### src/rtl/lgstall_ctrl.sv
module lgstall_ctrl #(
  parameter int NSEQ = 9,
  parameter int CNTW = 4,
  parameter int PIPE = 1
) (
  input  logic            clk,
  input  logic            rst_n,
  input  logic [NSEQ-1:0] rx_push,
  input  logic [NSEQ-1:0] ins_rd,
  input  logic [NSEQ-1:0] ins_wr,
  input  logic [NSEQ-1:0] tx_afull,
  output logic [NSEQ-1:0] issue,
  output logic [NSEQ-1:0] rx_pop,
  output logic [NSEQ-1:0] local_stall,
  output logic            global_stall
);
  localparam int DW = $clog2(PIPE + 2);

  logic [NSEQ-1:0] blocked;
  logic            g_raw;

  assign g_raw  = |local_stall;
  assign rx_pop = issue & ins_rd;

  generate
    if (PIPE == 0) begin : g_direct
      assign global_stall = g_raw;
    end else begin : g_pipe
      logic [PIPE-1:0] gp;
      always_ff @(posedge clk or negedge rst_n) begin
        if (!rst_n) gp <= '0;
        else begin
          gp[0] <= g_raw;
          for (int i = 1; i < PIPE; i++) gp[i] <= gp[i-1];
        end
      end
      assign global_stall = gp[PIPE-1];
    end
  endgenerate

  generate
    for (genvar k = 0; k < NSEQ; k++) begin : g_seq
      logic [CNTW-1:0] cnt;
      logic [DW-1:0]   owe, owe_nxt;

      assign blocked[k] = (ins_rd[k] && cnt == '0) || (ins_wr[k] && tx_afull[k]);
      assign issue[k]   = !blocked[k] && (owe != '0 || !global_stall);
      assign owe_nxt    = owe + DW'(!global_stall) - DW'(issue[k]);

      always_ff @(posedge clk or negedge rst_n) begin
        if (!rst_n) begin
          cnt            <= '0;
          owe            <= '0;
          local_stall[k] <= 1'b0;
        end else begin
          cnt            <= cnt + CNTW'(rx_push[k]) - CNTW'(rx_pop[k]);
          owe            <= owe_nxt;
          local_stall[k] <= blocked[k] || owe_nxt != '0;
        end
      end
    end
  endgenerate
endmodule

### config.mk
export PLATFORM = sky130hd
export DESIGN_NAME = lgstall_ctrl
export DESIGN_NICKNAME = d
export VERILOG_FILES = /design/src/rtl/lgstall_ctrl.sv
export SDC_FILE = /design/constraint.sdc
export NUM_CORES = 1
export LEC_CHECK = 0
export BUFFER_PORTS_ARGS = -buffer_cell sky130_fd_sc_hd__buf_4
export CAP_MARGIN = 20
export CORE_ASPECT_RATIO = 1.2
export CORE_MARGIN = 5
export CORE_UTILIZATION = 56
export CTS_CLUSTER_DIAMETER = 40
export DETAILED_ROUTE_END_ITERATION = 12
export PLACE_DENSITY_LB_ADDON = 0.15
export SYNTH_ARGS = -nofsm -noshare
export SYNTH_HDL_FRONTEND = slang
export SYNTH_SLANG_ARGS = --single-unit
### constraint.sdc
create_clock -name clk -period 3.2 [get_ports clk]
set_input_delay 0.64 -clock clk [delete_from_list [all_inputs] [get_ports clk]]
set_output_delay 0.64 -clock clk [all_outputs]
set_load 0.05 [all_outputs]
---- Yosys cells after proc, flatten, opt, wreduce, memory -nomap -nowiden ----
Index checks and enable logic that the tools add are counted.
cells by class
  bitwise logic cells ..................... 1
  reduce and logical (&&, ||, !) cells .... 92
  add/sub/neg operators ................... 36
operator list
  kind               number
  $add 4x1->4        9
  $logic_not 4->1    9
  $reduce_bool 2->1  18
  $sub 4x1->4        9
  $logic_and 1x1->1  27
  $logic_or 1x1->1   27
  $add 2x1->2        9
  $sub 2x1->2        9
  $logic_not 1->1    10
  $and 9x9->9        1
  $reduce_or 9->1    1
word-level totals
  output and inout port bits .............. 28
  bits of input ports ..................... 38
  bits in registers ....................... 64
  logic and storage cells ................. 157

---- Logic depth before layout (Yosys ltp) ----
  word-level depth ........................ 8
  depth in mapped cells ................... 11
  gate-level depth less buffers ........... 11

---- Worst setup path after synthesis ----
No wires, ideal clock.
  kind .................................... register -> register
  from .................................... register g_pipe.gp, in the netlist global_stall
  to ...................................... register g_seq[2].cnt[2]
  path buffers ............................ 2
  period minus slack after synthesis ...... 3.608 ns
  stages on the path, launching flop included .. 10
  library setup time ...................... 0.123 ns
  slack ................................... -0.408 ns
  required time ........................... 3.077 ns
  arrival ................................. 3.486 ns
  path through ............................ dfrtp_1 clkbuf_1 buf_2 a211oi_1 ha_1 inv_1 ha_1 inv_1 fa_1 xnor2_1
between the ends
  cells in the longest elaborated chain, start to end .. 5
RTL lines
  what                    line  text
  start: declaration      29    logic [PIPE-1:0] gp;
  $logic_not 1->1         47    assign issue[k] = !blocked[k] && (owe != '0 || !global_stall);
  $logic_or 1x1->1        47
  $logic_and 1x1->1       47
  $and 9x9->9             23    assign rx_pop = issue & ins_rd;
  via rx_pop[2]           13    output logic [NSEQ-1:0] rx_pop,
  $sub 4x1->4             56    cnt <= cnt + CNTW'(rx_push[k]) - CNTW'(rx_pop[k]);
  end signal: assignment  56
  end: declaration        43    logic [CNTW-1:0] cnt;
The timed path passes the listed nets, and every way through them passes these cells.

---- Final worst setup path ----
  from .................................... register g_seq[8].cnt[2]
  to ...................................... register g_seq[8].cnt[2]
between the ends
  cells in the longest elaborated chain, start to end .. 7
  elaborated cells on any way between the ends .. 8
  classes of those cells .................. add/sub: 2; bitwise: 1; reduce/logical: 5
RTL lines
  what                      line  text
  start: declaration        43
  start signal: assignment  56
  $logic_not 4->1           46    assign blocked[k] = (ins_rd[k] && cnt == '0) || (ins_wr[k] && tx_afull[k]);
  $logic_and 1x1->1         46
  $logic_or 1x1->1          46
  $logic_not 1->1           47
  $logic_and 1x1->1         47
  $and 9x9->9               23
  $sub 4x1->4 *             56
Mark *: on every way between the ends. The rest lies on a longest branch, timed or not.

==> results.yml <==
sta:
  layout_worst_path_cycle_share_pct: 78.1
  fin_hold_ws_ps: 396
  grt_setup_unrepaired: "false"
  fmax_mhz: 400
  layout_min_cycle_time_ps: 2500
  timing.clock.skew_ps: 5.81
  hold_viol: 0
  setup_total_negative_slack_ps: 0
  finalWorstSetupSlack_ps: 699
  relSlewSlack_pct: 47.6
  timing_max_transition_violations_final: 0
  finalSetupViolCount: 0
  worst_pin_slew_ps: 786
die:
  fp-row-count: 32
  starting_density_of_the_core_pct: 57.3
  die_width_um: 83.9
  floorplan.die_area_sq_um: 8280
  core_area_sq_um: 6410
  io_pins: 66
  floorplan.die.height_um: 98.7
global_route:
  first_global_vias: 2761
  grt_antenna_before_repair: 0
  grt_start_max_net_pins: 65
  grt_overflow_total: 0
  grtUsageTotal_pct: 17.0
  global_route_wire_length_before_repair_um: 11500
cts:
  cts-buffers-inserted: 9
  cts.repair.resized: 0
  cts_buffer_depth: 2
  post_cts_repair_timing_setup_buffer_count: 0
  insertion_delay_ps: 320
  cts.htree.levels: 3
  cts_hold_repair.buffers: 0
  cts_tree: "yes"
  cts_root_buf: "clkbuf_8"
  cts.clk_slew.worst_paths_ps: 60
  cts.sink_count: 64
logic_synthesis:
  synthDominantCellAreaShare_pct: 43.7
  synth_sequential_area_ratio_pct: 43.7
  synthesis.instances: 335
  synthTopCellsByArea: "dfrtp_1, ha_1, inv_1, xnor2_1, fa_1"
  yosys_register_bits: 64
  number_of_enable_type_register_cells_in_the_synthesized_netlist: 0
  synthesis.yosys.warnings: 0
  netlist-cell-type-count: 19
  nets_in_the_synthesized_netlist: 445
  post_synth_instance_area_sq_um: 3670
  synth_flop_type: "dfrtp_1"
  synth_common_cells: "inv_1, dfrtp_1, ha_1, xnor2_1, a21oi_1"
  syn_avg_cell_area_sq_um: 11.0
  async_flop_share_pct: 100
  synth_area_leader_cell: "dfrtp_1"
  synth_most_common_cell: "inv_1"
worst_setup_path:
  arrival_ps: 2710
  path_max_fanout: 3
  worstSetupPathType: "reg2reg"
  crit_path_end_kind: "flop"
  worstSetupStartpointType: "flop"
  worstPathRequired_ps: 3410
layout:
  diodes: 0
  synthToLayoutAreaGrowth_pct: 20.7
  layout_cells_excl_fill: 497
  layout.nets: 520
  post_route_cells_drive_above_1_share_pct: 19.2
run_status:
  result_of_the_run: "completed"
drt:
  num_vias: 2502
  drc: 0
  drtPass1Iterations: 3
  postRouteAntennaNets: 0
  final_routed_wirelength_um: 6220
  number_of_drc_markers_after_the_initial_detailed_route_iteration: 38
  routed_via_density: 5.03
  wire_per_inst_um: 12.5
power:
  power_per_cell_area_nw_per_um2: 1120
  static-leakage-power_nw: 2.33
  worst_ir_drop_vdd_mv: 0.565
  report.power.total_mw: 4.94
hold_path:
  min-delay-path-class: "in2async"
place:
  io_buffer_count: 65
  gpl_wtd_cong: 0.762
  place.detailed.hpwl_um: 4980
  post-place-ws_ps: 629
  place.detailed.instances: 484
flow_run:
  cap_viol_max_count: 0
[per-layer routing]
layer  part of all wire [%]  wire, um  up-vias  GRT usage (%)
li1                       -         -     1234              -
met1                     40      2480     1208           18.3
met2                     53      3300       48           31.5
met3                    5.2       324       12           4.26
met4                    1.8       112        0           7.18
met5                      0         0        -              0
[flip-flops by register name, indices dropped and copies added, names as in the netlist]
signal and count:
g_seq.cnt 36, g_seq.owe 18, local_stall 9, global_stall 1
[cells by family (layout without fill, tap and decap cells)]
logic type | Yosys count | in the layout | share of synthesized area, %
buf+inv | 87 | 164 | 8.94
fa+ha+maj | 72 | 72 | 26.4
flops | 64 | 64 | 43.7
compound gates | 45 | 45 | 8.49
xor+xnor | 36 | 36 | 8.59
simple gates | 31 | 31 | 3.92
[through the flow]
step | instance area, sq um | utilization [%]
6_report | 4430 | 69.1
5_1_grt | 4430 | 69.1
4_1_cts | 4430 | 69.1
3_5_place_dp | 4270 | 66.6
3_3_place_gp | 4270 | 66.6
2_1_floorplan | 3670 | -
[final timing paths]
kind	start	endpoint	slack (ps)	cells after the start
worst max-delay path	g_seq[8].cnt[2]	g_seq[8].cnt[2]	700	11
worst min-delay path	rst_n	g_seq[6].cnt[2]	400	1
worst max register to register	g_seq[8].cnt[2]	g_seq[8].cnt[2]	700	11
worst min register to register	g_seq[3].owe[1]	g_seq[3].owe[1]	490	1
max in group asynchronous	rst_n	g_seq[3].cnt[1]	2290	1
min in group clk	g_seq[3].owe[1]	g_seq[3].owe[1]	490	1
[cell usage in the layout (no fill, tap or decap), types with 3 or more instances in the layout]
cell type	Yosys	routed
xor2_1	13	13
a32o_1	6	6
fa_1	9	9
nand2_1	3	3
or3_1	9	9
a21o_1	9	9
xnor2_1	23	23
dfrtp_1	64	64
inv_1	85	85
nor2_1	16	16
buf_4	0	66
clkbuf_8	0	11
a211oi_1	9	8
o41ai_1	3	3
ha_1	63	63
a21oi_1	18	18
[layout make-up]
cell class / count / area, sq um
clock buffer: 12 / 155
clock inverter: 1 / 5.00
fill: 532 / 1980
inverter: 85 / 319
multi-input combinational: 184 / 1740
sequential: 64 / 1600
tap: 85 / 106
timing repair buffer: 66 / 495
[critical path: stages, from the launching register on]
cell and delay (ps):
dfrtp_1 360, inv_1 80, ha_1 140, inv_1 40
o41ai_1 530, a211oi_1 150, ha_1 320, inv_1 60
ha_1 150, inv_1 50, fa_1 370, xnor2_1 130
[power by group]
group          switching [mW]  internal (mW)  total, mW
logic                    1.60           1.25       2.85
clock network           0.277          0.310      0.586
registers               0.230           1.27       1.50
total                    2.11           2.83       4.94
No activity file was read; power rests on OpenSTA's default activity.
